[src/rtl/bridge_fault_diag.sv]
module bridge_fault_diag #(
  parameter int NPH = 2
) (
  input  logic           clk,
  input  logic           rst_n,
  input  logic           sample_i,
  input  logic           step_i,
  input  logic           home_i,
  input  logic [NPH-1:0] hs_drop_i,
  input  logic [NPH-1:0] ls_drop_i,
  input  logic [NPH-1:0] low_cur_i,
  input  logic           ov_i,
  input  logic           vreg_uv_i,
  input  logic           vdd_uv_i,
  input  logic           ot_set_i,
  input  logic           ot_clr_i,
  output logic [NPH-1:0] ph_off_o,
  output logic           safe_o,
  output logic           xlat_rst_o,
  output logic           ff1_n_o,
  output logic           ff2_n_o
);

  logic [NPH-1:0] short_q, open_pend_q;
  logic           open_q, ov_q, uv_q, ot_q, home_q;
  logic           sys_flt, any_short;

  always_ff @(posedge clk) begin
    if (!rst_n) begin
      ov_q   <= 1'b0;
      uv_q   <= 1'b0;
      ot_q   <= 1'b0;
      home_q <= 1'b0;
    end else begin
      ov_q   <= ov_i;
      uv_q   <= vreg_uv_i | vdd_uv_i;
      home_q <= home_i;
      if (ot_set_i)      ot_q <= 1'b1;
      else if (ot_clr_i) ot_q <= 1'b0;
    end
  end

  always_ff @(posedge clk) begin
    if (!rst_n || uv_q) begin
      short_q     <= '0;
      open_pend_q <= '0;
      open_q      <= 1'b0;
    end else begin
      if (step_i)        short_q <= '0;
      else if (sample_i) short_q <= short_q | hs_drop_i | ls_drop_i;

      if (step_i)
        open_pend_q <= '0;
      else if (sample_i && home_i)
        open_pend_q <= open_pend_q | low_cur_i;

      if (step_i && |open_pend_q) open_q <= 1'b1;
      else if (home_i && !home_q) open_q <= 1'b0;
    end
  end

  assign sys_flt   = ov_q | uv_q | ot_q;
  assign any_short = |short_q;

  assign ph_off_o   = short_q | {NPH{uv_q | ot_q}};
  assign safe_o     = ov_q;
  assign xlat_rst_o = uv_q;
  assign ff2_n_o    = !sys_flt && (any_short || !open_q);
  assign ff1_n_o    = !sys_flt && !any_short;

endmodule

[config.mk]
export PLATFORM = sky130hd
export DESIGN_NAME = bridge_fault_diag
export DESIGN_NICKNAME = d
export VERILOG_FILES = /design/src/rtl/bridge_fault_diag.sv
export SDC_FILE = /design/constraint.sdc
export NUM_CORES = 1
export LEC_CHECK = 0
export BUFFER_PORTS_ARGS = -buffer_cell sky130_fd_sc_hd__buf_2
export CAP_MARGIN = 20
export CORE_AREA = 10 10 47 49
export DETAILED_ROUTE_END_ITERATION = 8
export DIE_AREA = 0 0 57 59
export RECOVER_POWER = 50
export SYNTH_ARGS = -nofsm -noshare
export SYNTH_HDL_FRONTEND = slang
export SYNTH_SLANG_ARGS = --single-unit
[constraint.sdc]
create_clock -name clk -period 0.9 [get_ports clk]
set_input_delay 0.045 -clock clk [delete_from_list [all_inputs] [get_ports clk]]
set_output_delay 0.045 -clock clk [all_outputs]
set_load 0.02 [all_outputs]
==> results.sh <==
export IMPL_maxCapViolations=0
export IMPL_yosys_area_share_xor_xnor_pct=0
export IMPL_p_comb_share_pct=23.2
export IMPL_core_area_um2=1400
export IMPL_fin_util_pct=45.6
export IMPL_finClkSkew_ns=0.00199
export IMPL_violations="negative setup slack"
export IMPL_fin_crit_ns=1.33
export IMPL_overflow=0
export IMPL_cts_tree="done"
export IMPL_critPathLaunchType="register"
export IMPL_h_tree_depth=1
export IMPL_start_util_pct=23.0
export IMPL_final_common_cell="buf_2"
export IMPL_ys_ff_latch=9
export IMPL_grt_max_degree=7
export IMPL_synth_largest_area_cell="dfxtp_1"
export IMPL_drt_iter0_markers=6
export IMPL_max_freq_ghz=0.754
export IMPL_synthTopCellsByArea="dfxtp_1 56%, o21ai_0 6.2%, a31oi_1 5.8%"
export IMPL_clock_path_buffers=2
export IMPL_hold_viol=0
export IMPL_synth_compound_area_share_pct=21.3
export IMPL_status="finished with violations"
export IMPL_r2r_cells=5
export IMPL_wirelength_um=934
export IMPL_seqPwrFrac_pct=45.0
export IMPL_n_antenna_cell=0
export IMPL_clkPwrFrac_pct=31.9
export IMPL_synth_top_cell_area_share_pct=55.8
export IMPL_fillers=142
export IMPL_ir_worst_vdd_v=0.000665
export IMPL_slew_headroom_pct=83.2
export IMPL_clk_latency_ns=0.26
export IMPL_cp_arrival_ns=1.28
export IMPL_yosys_warnings=0
export IMPL_worst_hold_path_endpoint="xlat_rst_o$_SDFF_PN0_"
export IMPL_grt_pass1_vias=377
export IMPL_rows=14
export IMPL_root_buffer="clkbuf_4"
export IMPL_fin_ws_ns=-0.426
export IMPL_crit_fanout=3
export IMPL_setup_viol=9
export IMPL_worstPathRequired_ns=0.85
export IMPL_worstHoldStart="vdd_uv_i"
export IMPL_hold_class="in2reg"
export IMPL_preCtsSetupSlack_ns=-0.191
export IMPL_antenna_found_initial=0
export IMPL_ant_nets=0
export IMPL_die_height_um=59
export IMPL_critPathKind="reg2out"
export IMPL_finalPower_mw=0.944
export IMPL_r2r_start="xlat_rst_o$_SDFF_PN0_"
export IMPL_period_share_pct=147
export IMPL_yosys_area_share_simple_pct=19.4
export IMPL_grt_pass1_wl_mm=1.52
export IMPL_port_buffers=21
export IMPL_syn2layout_area_growth_pct=98.1
export IMPL_dp_hpwl_um=790
export IMPL_die_width_um=57
export IMPL_powerDensity_nw_per_um2=1480
export IMPL_grt_usage_pct=5.81
export IMPL_drive_gt1_share_pct=58.8
export IMPL_worst_slew_pin_slew_ns=0.252
export IMPL_syn_nets=51
export IMPL_rsz0062_at_grt="true"
export IMPL_cts_buffers=3
export IMPL_p_int_mw=0.705
export IMPL_p_sw_mw=0.238
export IMPL_holdPathStages=2
export IMPL_synth_area_um2=323
export IMPL_drv_slew=0
export IMPL_wl_per_cell_um=11.1
export IMPL_p_leak_nw=0.280
export IMPL_cp_end_kind="primary output"
export IMPL_final_cell_mix="15 x buf_2, 7 x dfxtp_1, 7 x buf_6"
export IMPL_syn_avg_cell_area_um2=9.22
export IMPL_synthAdderAreaFrac_pct=0
export IMPL_clk_pin_slew_ns=0.06
export IMPL_synth_cell_types=13
export IMPL_boundaryPins=22
export IMPL_synth_mux_area_fraction_pct=0
export IMPL_route_detailed_drc=0
export IMPL_rr_endpoint="short_q[0]$_SDFFE_PP0P_"
export IMPL_dieArea_um2=3360
export IMPL_synth_top_family_by_area="compound AO/OA/AOI/OAI gates"
export IMPL_setup_tns_final_ns=-2.19
export IMPL_seq_area_frac_synth_pct=55.8
export IMPL_swShare_pct=25.2
export IMPL_drt_pass1_iterations=4
export IMPL_gp_congestion=0.624
export IMPL_syn_inst=35
export IMPL_vias_per_cell=4.37
export IMPL_ff2ff_setup_slack_ns=-0.18
export IMPL_fin_nets=85
export IMPL_num_vias=367
export IMPL_clock_sinks=9
state kept, by name, indices dropped and copies added (netlist names):
name / count
open_q: 1
ot_q: 1
short_q: 2
open_pend_q: 2
xlat_rst_o: 1
safe_o: 1
home_q: 1
cell usage after synthesis:
cell type,number
or3_1,3
or2_1,1
a21oi_1,3
nor3_1,1
dfxtp_1,9
inv_1,3
a31oi_1,3
nor2_1,2
nand2b_1,1
nor2b_1,1
o21a_1,2
and2_1,2
o21ai_0,4
worst max path at each step:
stage | startpoint | endpoint | slack, ns | cells after the start
floorplan | xlat_rst_o$_SDFF_PN0_ | ff1_n_o | -0.11 | 2
detailed placement | ot_q$_SDFFE_PN0P_ | ff2_n_o | -0.19 | 3
finish | ot_q$_SDFFE_PN0P_ | ff2_n_o | -0.43 | 3
CTS | xlat_rst_o$_SDFF_PN0_ | ff2_n_o | -0.43 | 3
global route | ot_q$_SDFFE_PN0P_ | ff2_n_o | -0.48 | 3
global placement | ot_q$_SDFFE_PN0P_ | ff2_n_o | -0.17 | 3
layer usage:
| metal | global-route usage, % | vias up | share of wire (%) |
|---|---|---|---|
| met2 | 8.84 | 15 | 49 |
| met5 | 0 | - | 0 |
| met1 | 5.64 | 165 | 42 |
| met3 | 5.15 | 0 | 9.0 |
| met4 | 2.01 | 0 | 0 |
| li1 | - | 187 | - |
area by class of cell:
class / count / area (µm²) / area share (%)
timing repair buffer: 29 / 210 / 32.9
multi-input combinational: 23 / 188 / 29.4
sequential: 9 / 183 / 28.6
clock buffer: 3 / 22.5 / 3.52
tap: 16 / 20.0 / 3.13
inverter: 3 / 11.3 / 1.76
clock inverter: 1 / 5.00 / 0.783
critical path, cell delays in order (launching register included):
cell and delay, ns:
dfxtp_2 0.32, or3_4 0.41, a31oi_4 0.15, buf_6 0.13
power groups by stage:
| stage | Sequential [mW] | Clock (mW) | Combinational (mW) |
|---|---|---|---|
| 6_report | 0.424 | 0.301 | 0.219 |
| 3_5_place_dp | 0.432 | 0 | 0.157 |
| 5_1_grt | 0.427 | 0.345 | 0.238 |
| 2_1_floorplan | 0.440 | 0 | 0.0747 |
| 4_1_cts | 0.424 | 0.316 | 0.204 |
| 3_3_place_gp | 0.432 | 0 | 0.156 |
logic make-up after synthesis:
logic type             Yosys count
AO/OA/AOI/OAI                   12
AND/OR/NAND/NOR                 11
flip-flops                       9
buffers and inverters            3
per-stage QoR:
step                      area (µm²)  instances  hold slack (ns)
after floorplan                  355         35            0.155
after global routing             639         84           0.0151
after CTS                        612         82           0.0108
final                            639         84           0.0242
after global placement           503         75            0.255
after detailed placement         503         75            0.259
timing repair:
action	in CTS	in global routing
buffers inserted	0	2
hold buffers	3	0
gates resized for setup	15	4
hold endpoints to repair	3	0
setup endpoints to repair	9	9
pin swaps	4	3
(Power assumes the default switching activity.)
